$ cat src/rtl/aftx_pkg.sv
package aftx_pkg;

  localparam int CHAR_MAX = 8;

  typedef enum logic [2:0] {
    PH_IDLE  = 3'd0,
    PH_START = 3'd1,
    PH_DATA  = 3'd2,
    PH_PAR   = 3'd3,
    PH_STOP  = 3'd4
  } phase_t;

  // packed so that the bit positions match the format input: [3] parity, [2] long stop, [1:0] length
  typedef struct packed {
    logic       par_en;
    logic       stop_long;
    logic [1:0] len;
  } fmt_t;

  // number of data bits for a length code
  function automatic logic [3:0] word_bits(input logic [1:0] len);
    return 4'd5 + {2'b00, len};
  endfunction

  // stop interval in baud ticks: one, one and a half, or two bit times
  function automatic int unsigned stop_ticks(input fmt_t f, input int unsigned tpb);
    if (!f.stop_long)      return tpb;
    else if (f.len == 2'd0) return tpb + tpb / 2;
    else                   return 2 * tpb;
  endfunction

  // even parity over the selected low data bits only
  function automatic logic even_par(input logic [CHAR_MAX-1:0] d, input logic [1:0] len);
    logic p;
    p = 1'b0;
    for (int i = 0; i < CHAR_MAX; i++) begin
      if (i < int'(word_bits(len))) p = p ^ d[i];
    end
    return p;
  endfunction

endpackage

$ cat src/rtl/aftx_holding.sv
module aftx_holding
  import aftx_pkg::*;
#(
  parameter int DATA_W = CHAR_MAX
) (
  input  logic              clk,
  input  logic              rst_n,
  input  logic              wr_stb,
  input  logic [DATA_W-1:0] wr_data,
  input  logic              take,
  output logic [DATA_W-1:0] hold_data,
  output logic              hold_full
);

  always_ff @(posedge clk or negedge rst_n) begin
    if (!rst_n) begin
      hold_full <= 1'b0;
      hold_data <= '0;
    end else if (wr_stb) begin
      hold_data <= wr_data;
      hold_full <= 1'b1;
    end else if (take) begin
      hold_full <= 1'b0;
    end
  end

  AST_FULL_AFTER_WRITE: assert property (@(posedge clk) disable iff (!rst_n)
    wr_stb |=> hold_full) else $error("holding register not full after write");

endmodule

$ cat src/rtl/aftx_sequencer.sv
module aftx_sequencer
  import aftx_pkg::*;
#(
  parameter int TICKS_PER_BIT = 16
) (
  input  logic       clk,
  input  logic       rst_n,
  input  logic       baud_tick,
  input  logic       hold_full,
  input  fmt_t       fmt_in,
  output logic       take,
  output phase_t     phase,
  output logic [2:0] bit_idx,
  output fmt_t       fmt_q
);

  localparam int CNT_W = $clog2(2 * TICKS_PER_BIT + 1);

  logic [CNT_W-1:0] tick_cnt;
  logic [CNT_W-1:0] limit;
  logic             last_tick;
  logic             stop_done;
  logic             data_last;

  always_comb begin
    if (phase == PH_STOP) limit = CNT_W'(stop_ticks(fmt_q, TICKS_PER_BIT));
    else                  limit = CNT_W'(TICKS_PER_BIT);
  end

  assign last_tick = baud_tick && (tick_cnt == limit - 1'b1);
  assign stop_done = (phase == PH_STOP) && last_tick;
  assign data_last = ({1'b0, bit_idx} == word_bits(fmt_q.len) - 4'd1);
  assign take      = hold_full && ((phase == PH_IDLE) || stop_done);

  always_ff @(posedge clk or negedge rst_n) begin
    if (!rst_n) begin
      phase    <= PH_IDLE;
      tick_cnt <= '0;
      bit_idx  <= '0;
      fmt_q    <= '0;
    end else if (take) begin
      phase    <= PH_START;
      tick_cnt <= '0;
      bit_idx  <= '0;
      fmt_q    <= fmt_in;
    end else if (baud_tick && phase != PH_IDLE) begin
      if (last_tick) begin
        tick_cnt <= '0;
        case (phase)
          PH_START: begin
            phase   <= PH_DATA;
            bit_idx <= '0;
          end
          PH_DATA: begin
            if (data_last) phase <= fmt_q.par_en ? PH_PAR : PH_STOP;
            else           bit_idx <= bit_idx + 3'd1;
          end
          PH_PAR:  phase <= PH_STOP;
          default: phase <= PH_IDLE;
        endcase
      end else begin
        tick_cnt <= tick_cnt + 1'b1;
      end
    end
  end

  AST_CNT_BELOW_LIMIT: assert property (@(posedge clk) disable iff (!rst_n)
    (phase != PH_IDLE) |-> (tick_cnt < limit)) else $error("tick counter past bit limit");
  AST_IDX_IN_WORD: assert property (@(posedge clk) disable iff (!rst_n)
    (phase == PH_DATA) |-> ({1'b0, bit_idx} < word_bits(fmt_q.len))) else $error("data index beyond word");
  AST_HALF_STOP_LEN5: assert property (@(posedge clk) disable iff (!rst_n)
    (phase == PH_STOP && limit != CNT_W'(TICKS_PER_BIT) && limit != CNT_W'(2 * TICKS_PER_BIT))
      |-> (fmt_q.len == 2'd0 && fmt_q.stop_long)) else $error("half stop outside 5-bit format");
  AST_FMT_HELD: assert property (@(posedge clk) disable iff (!rst_n)
    (phase != PH_IDLE && !take) |=> $stable(fmt_q)) else $error("format changed mid-frame");

endmodule

$ cat src/rtl/aftx_line.sv
module aftx_line
  import aftx_pkg::*;
#(
  parameter int DATA_W = CHAR_MAX
) (
  input  logic              clk,
  input  logic              rst_n,
  input  logic              take,
  input  logic [DATA_W-1:0] hold_data,
  input  logic [1:0]        fmt_len,
  input  phase_t            phase,
  input  logic [2:0]        bit_idx,
  output logic              ser_out
);

  logic [DATA_W-1:0] data_q;
  logic              par_q;

  always_ff @(posedge clk or negedge rst_n) begin
    if (!rst_n) begin
      data_q <= '0;
      par_q  <= 1'b0;
    end else if (take) begin
      data_q <= hold_data;
      par_q  <= even_par(hold_data, fmt_len);
    end
  end

  always_comb begin
    case (phase)
      PH_START: ser_out = 1'b0;
      PH_DATA:  ser_out = data_q[bit_idx];
      PH_PAR:   ser_out = par_q;
      default:  ser_out = 1'b1;
    endcase
  end

endmodule

$ cat src/rtl/async_frame_tx.sv
module async_frame_tx
  import aftx_pkg::*;
#(
  parameter int TICKS_PER_BIT = 16
) (
  input  logic       clk,
  input  logic       rst_n,
  input  logic [7:0] wr_data,
  input  logic       wr_stb,
  input  logic       baud_tick,
  input  logic [3:0] line_fmt,
  output logic       ser_out,
  output logic       hold_empty
);

  logic       take;
  logic       hold_full;
  logic [7:0] hold_data;
  phase_t     phase;
  logic [2:0] bit_idx;
  fmt_t       fmt_q;
  fmt_t       fmt_in;

  assign fmt_in     = fmt_t'(line_fmt);
  assign hold_empty = !hold_full;

  aftx_holding #(.DATA_W(8)) u_hold (
    .clk       (clk),
    .rst_n     (rst_n),
    .wr_stb    (wr_stb),
    .wr_data   (wr_data),
    .take      (take),
    .hold_data (hold_data),
    .hold_full (hold_full)
  );

  aftx_sequencer #(.TICKS_PER_BIT(TICKS_PER_BIT)) u_seq (
    .clk       (clk),
    .rst_n     (rst_n),
    .baud_tick (baud_tick),
    .hold_full (hold_full),
    .fmt_in    (fmt_in),
    .take      (take),
    .phase     (phase),
    .bit_idx   (bit_idx),
    .fmt_q     (fmt_q)
  );

  aftx_line #(.DATA_W(8)) u_line (
    .clk       (clk),
    .rst_n     (rst_n),
    .take      (take),
    .hold_data (hold_data),
    .fmt_len   (fmt_in.len),
    .phase     (phase),
    .bit_idx   (bit_idx),
    .ser_out   (ser_out)
  );

  AST_START_AFTER_TAKE: assert property (@(posedge clk) disable iff (!rst_n)
    take |=> !ser_out) else $error("line not low after frame start");
  AST_EMPTY_AFTER_TAKE: assert property (@(posedge clk) disable iff (!rst_n)
    (take && !wr_stb) |=> hold_empty) else $error("holding flag not empty after transfer");

endmodule

$ cat config.mk
export PLATFORM = sky130hd
export DESIGN_NAME = async_frame_tx
export DESIGN_NICKNAME = d
export VERILOG_FILES = /design/src/rtl/aftx_pkg.sv /design/src/rtl/aftx_holding.sv /design/src/rtl/aftx_sequencer.sv /design/src/rtl/aftx_line.sv /design/src/rtl/async_frame_tx.sv
export SDC_FILE = /design/constraint.sdc
export NUM_CORES = 1
export LEC_CHECK = 0
export ABC_AREA = 1
export BUFFER_PORTS_ARGS = -buffer_cell sky130_fd_sc_hd__buf_2
export CORE_UTILIZATION = 35
export CTS_CLUSTER_DIAMETER = 120
export CTS_CLUSTER_SIZE = 8
export DETAILED_ROUTE_END_ITERATION = 8
export HOLD_SLACK_MARGIN = 0.08
export PLACE_DENSITY = 0.52
export SYNTH_ARGS = -nofsm -noshare
export SYNTH_HDL_FRONTEND = slang
export SYNTH_SLANG_ARGS = --single-unit
$ cat constraint.sdc
create_clock -name clk -period 4.19 [get_ports clk]
set_clock_uncertainty 0.05 [all_clocks]
set_input_delay 0.838 -clock clk [delete_from_list [all_inputs] [get_ports clk]]
set_output_delay 0.838 -clock clk [all_outputs]
set_load 0.01 [all_outputs]
# == After elaboration in Yosys (flattened, before gate mapping) ==
# Cells that the tools add are included.
# classes
n_addsub,6
order_cmp,9
eq_ne,8
n_mux,37
bitwise_logic,7
n_reduce_logical,15
# op_table
op,count
$mux W6,6
$mux W3,9
$mux W1,18
$lt A3 B4 Y1 const A,4
$pmux W3 S3,1
$add A3 B2 Y4 const A,2
$lt A1 B4 Y1 const A,2
$lt A2 B4 Y1 const A,2
$xor A1 B1 Y1,7
$add A6 B1 Y6 const B,1
$eq A3 B2 Y1 const B,2
$eq A6 B6 Y1,1
$ne A3 B3 Y1 const B,2
$pmux W3 S2,1
$reduce_bool A2 Y1,3
$reduce_bool A3 Y1,2
$sub A6 B1 Y6 const B,1
$eq A3 B4 Y1,1
$logic_and A1 B1 Y1,4
$lt A3 B4 Y1 const B,1
$reduce_and A4 Y1,1
$sub A4 B1 Y4 const B,1
$add A3 B1 Y3 const B,1
$bmux W1 S3,1
8 further kinds,8
# totals
ff_bits,34
inputBits,16
out_inout_bits,2
elab_cells,92

# == Longest topological paths before layout ==
# logic_depth
depth_word,31
ltp_mapped,12
depth_no_buf,12

# == Cells and area by module ==
# Synthesis repeated with hierarchy kept, for this count alone.
# hier_totals
cells_unflattened,257
hier_area_um2,1881.8
# modules_own_cells
mod,n_inst,cells_per_inst,area_per_inst_um2,seq_area_each_um2
aftx_sequencer,1,132,962.2,400.4
aftx_line,1,86,574.3,225.2
aftx_holding,1,38,341.6,225.2
async_frame_tx,1,1,3.8,0.0

# == Least setup slack after synthesis ==
# Ideal clock, no wire load.
# synth_path
path_kind,reg-to-output
from,register u_seq.bit_idx[0]
to,output ser_out
arrival_ns,1.120
required_time_ns,3.302
path_slack_ns,2.182
path_stages_with_launch,7
n_path_buf,1
path_cell_list,dfrtp_1 > clkbuf_1 > inv_1 > o21ai_0 > o221ai_1 > nand3b_1 > nand4_1
# synth_via
elab_chain_len,3
# synth_lines
element,line_no,text
from (decl),aftx_sequencer.sv:13,"output logic [2:0] bit_idx,"
from (signal assigned),aftx_sequencer.sv:56,else bit_idx <= bit_idx + 3'd1;
$bmux W1 S3,aftx_line.sv:32,PH_DATA: ser_out = data_q[bit_idx];
$mux W1 (not written as such),aftx_line.sv:32,
$pmux W1 S3,aftx_line.sv:30,case (phase)
to (decl),async_frame_tx.sv:12,"output logic ser_out,"
# Every way passes these cells. The select of a mux whose other input is x is not followed.

# == Final worst setup path ==
# Ends and elaborated chain as after synthesis.

==> summary.md <==
| Metric | Value |
|---|---|
| Vias in the first global route | 1378 |
| Post-Route Setup TNS | 0 ns |
| Worst vdd ir | 0.2085 mV |
| P&R area growth vs syn | 12.86% |
| GR Overflow Total | 0 |
| Pwr/cell area | 618.9 nW/µm² |
| Commonest non-fill, non-tap cell in the layout | nand2_1 |
| Clock transition at path regs | 0.07 ns |
| Die ar. | 5377 µm² |
| Dpl cell area | 1926 µm² |
| CTS Buf Count | 5 |
| DR top layer | met4 |
| Clock Latency Late Sink | 0.29 ns |
| Die height | 73.33 µm |
| CTS tree | built |
| Layout cells sized above 1 | 0.1399 |
| Maximum clock rate | 404.8 MHz |
| Antenna Cells | 0 |
| Gpl congestion | 0.7651 |
| # setup viols final | 0 |
| Hpwl dp | 2557 µm |
| First-pass GRT wire length | 6051 µm |
| Worst-Margin Slew | 0.7604 ns |
| RSZ-0062 raised after global routing | false |
| Seq/Total Area, Yosys | 0.4779 |
| Clk sinks | 34 |
| Synthesized Nets | 241 |
| Outcome | finished clean |
| Starting Density | 0.3696 |
| H-tree Lvls | 2 |
| Area of the mapped netlist | 1780 µm² |
| Largest net degree at the start of global routing | 35 |
| Post-CTS setup buffers | 0 |
| Clock root cell | clkbuf_8 |
| I/O Buffers | 17 |
| Synth cell types | 33 |
| P_leak | 0.9874 nW |
| Final hold vios | 0 |
| Vias post-DR | 1403 |
| DRC Markers | 0 |
| Mapped Cells | 223 |
| Post-Route WL | 3508 µm |
| Syn Area/Cell | 7.984 µm² |
| Io pins | 18 |
| Startpoint Class | register |
| Layout Nets | 261 |
| Maxcap violations | 0 |
| Fin util | 0.4171 |
| Die width | 73.33 µm |
| M1 WL | 1812 µm |
| WL met2 | 1532 µm |
| Yosys warns | 0 |
| Req. time, crit path | 3.30 ns |
| Core area | 4817 µm² |
| Min-Delay Path Class | register to register |
| Critical setup path kind | register to output port |
| Cts repair resizes | 0 |
| Routed WL per cell | 11.32 µm |
| Final max-slew violation count | 0 |
| Cts hold-fix bufs | 0 |
| Tot GR Track Use | 0.1506 |
| TritonRoute pass-1 iters | 4 |
| Post-synthesis register bit count | 34 |
| Critical path data arrival time | 1.58 ns |
| Via density | 4.526 |
| Fin area | 2009 µm² |
| Std-Cell Rows | 25 |
| Initial antenna violation count | 0 |
| Commonest cells after routing, fill and taps aside | nand2_1 (57), dfrtp_1 (34), inv_1 (29), o21ai_0 (25) |
| CTS Buffer Depth | 2 |
| Slew margin rel. | 0.4931 |
| Design Power | 1.244 mW |
| Worst-path maximum fanout | 10 |
| DRT antenna net count | 0 |
| Min cycle time layout | 2.470 ns |
| Met3 WL | 103 µm |
| Final clock period utilization by the worst path | 0.5896 |
| Critical Path End Type | output port |
| Iteration-0 DRC count of the detailed router | 47 |
critical path, cell delays in order (launching register included):
cell,delay (ns)
dfrtp_1,0.52
inv_1,0.13
o21ai_0,0.16
o221ai_1,0.12
nand3b_1,0.13
nand4_1,0.09
buf_2,0.15
Yosys cell counts, drive strengths merged:
| cell type | instances | area share |
|---|---|---|
| buf | 2 | 0.0091 |
| nor2 | 18 | 0.042 |
| nand4 | 2 | 0.0070 |
| clkbuf | 2 | 0.0042 |
| a31oi | 1 | 0.0035 |
| xor2 | 3 | 0.015 |
| mux2i | 1 | 0.013 |
| clkinv | 2 | 0.0049 |
| nand2 | 58 | 0.12 |
| o31ai | 1 | 0.0070 |
| o21bai | 1 | 0.0042 |
| xnor2 | 3 | 0.015 |
| o22ai | 2 | 0.0070 |
| ha | 2 | 0.014 |
| dfrtp | 34 | 0.48 |
| nand3b | 3 | 0.015 |
| nor3 | 2 | 0.0056 |
| and2 | 1 | 0.0035 |
| a21oi | 6 | 0.017 |
| a21o | 1 | 0.0042 |
| nand3 | 13 | 0.039 |
| inv | 30 | 0.065 |
| o221ai | 2 | 0.0098 |
| o21ai | 31 | 0.087 |
| or2 | 2 | 0.0070 |
metal layers:
metal,vias up,GRT usage
li1,756,-
met1,621,0.1897
met2,20,0.2459
met3,6,0.04115
met4,0,0.05983
met5,-,0
state kept, by name, summed over array words and instances, names as in the netlist:
signal            cells
u_hold.hold_data      8
u_seq.bit_idx         3
u_seq.fmt_q           4
u_seq.tick_cnt        6
u_line.data_q         8
u_seq.phase           3
u_line.par_q          1
u_hold.hold_full      1
worst paths after layout:
kind	start	endpoint	slack, ns	cells after the start
worst max-delay path	u_seq.bit_idx[0]	ser_out	1.72	6
worst min-delay path	u_line.data_q[4]	u_line.data_q[4]	0.44	2
worst max register to register	u_seq.tick_cnt[0]	u_seq.bit_idx[1]	2.12	12
worst min register to register	u_line.data_q[4]	u_line.data_q[4]	0.44	2
max in group asynchronous	rst_n	u_hold.hold_data[3]	3.03	1
min in group asynchronous	rst_n	u_seq.tick_cnt[5]	0.57	1
cell families (layout without fill, tap and decap cells):
family / after synthesis / in the layout / share of synthesized area
adders and majority gates: 2 / 2 / 0.01405
and+or+nand+nor: 99 / 99 / 0.2432
DFF: 34 / 34 / 0.4779
xor gates and xnor gates: 6 / 6 / 0.02952
buffers and inverters: 36 / 56 / 0.08292
AOI/OAI and AO/OA: 45 / 45 / 0.1399
muxes: 1 / 1 / 0.01265
through the flow:
step / hold slack, ns / instances / setup slack [ns]
6_report: 0.4374 / 310 / 1.720
5_1_grt: 0.4648 / 310 / 1.545
4_1_cts: 0.4423 / 310 / 1.689
3_5_place_dp: 0.4256 / 303 / 1.815
3_3_place_gp: 0.4195 / 303 / 1.846
2_1_floorplan: 0.3978 / 223 / 2.182
power breakdown:
part           total [mW]  internal (mW)  switching [mW]
Sequential          0.530          0.439          0.0905
Combinational       0.478          0.171           0.307
Clock               0.236          0.113           0.122
Total                1.24          0.724           0.520
cell type report:
class	instances	area (µm²)
inverter	32	123.9
clock inverter	2	15.01
tap	67	83.83
sequential	34	850.8
fill	514	2808
timing repair buffer	17	85.08
multi-input combinational	153	782.0
clock buffer	5	68.82
Power figures use the tool's default switching activity.
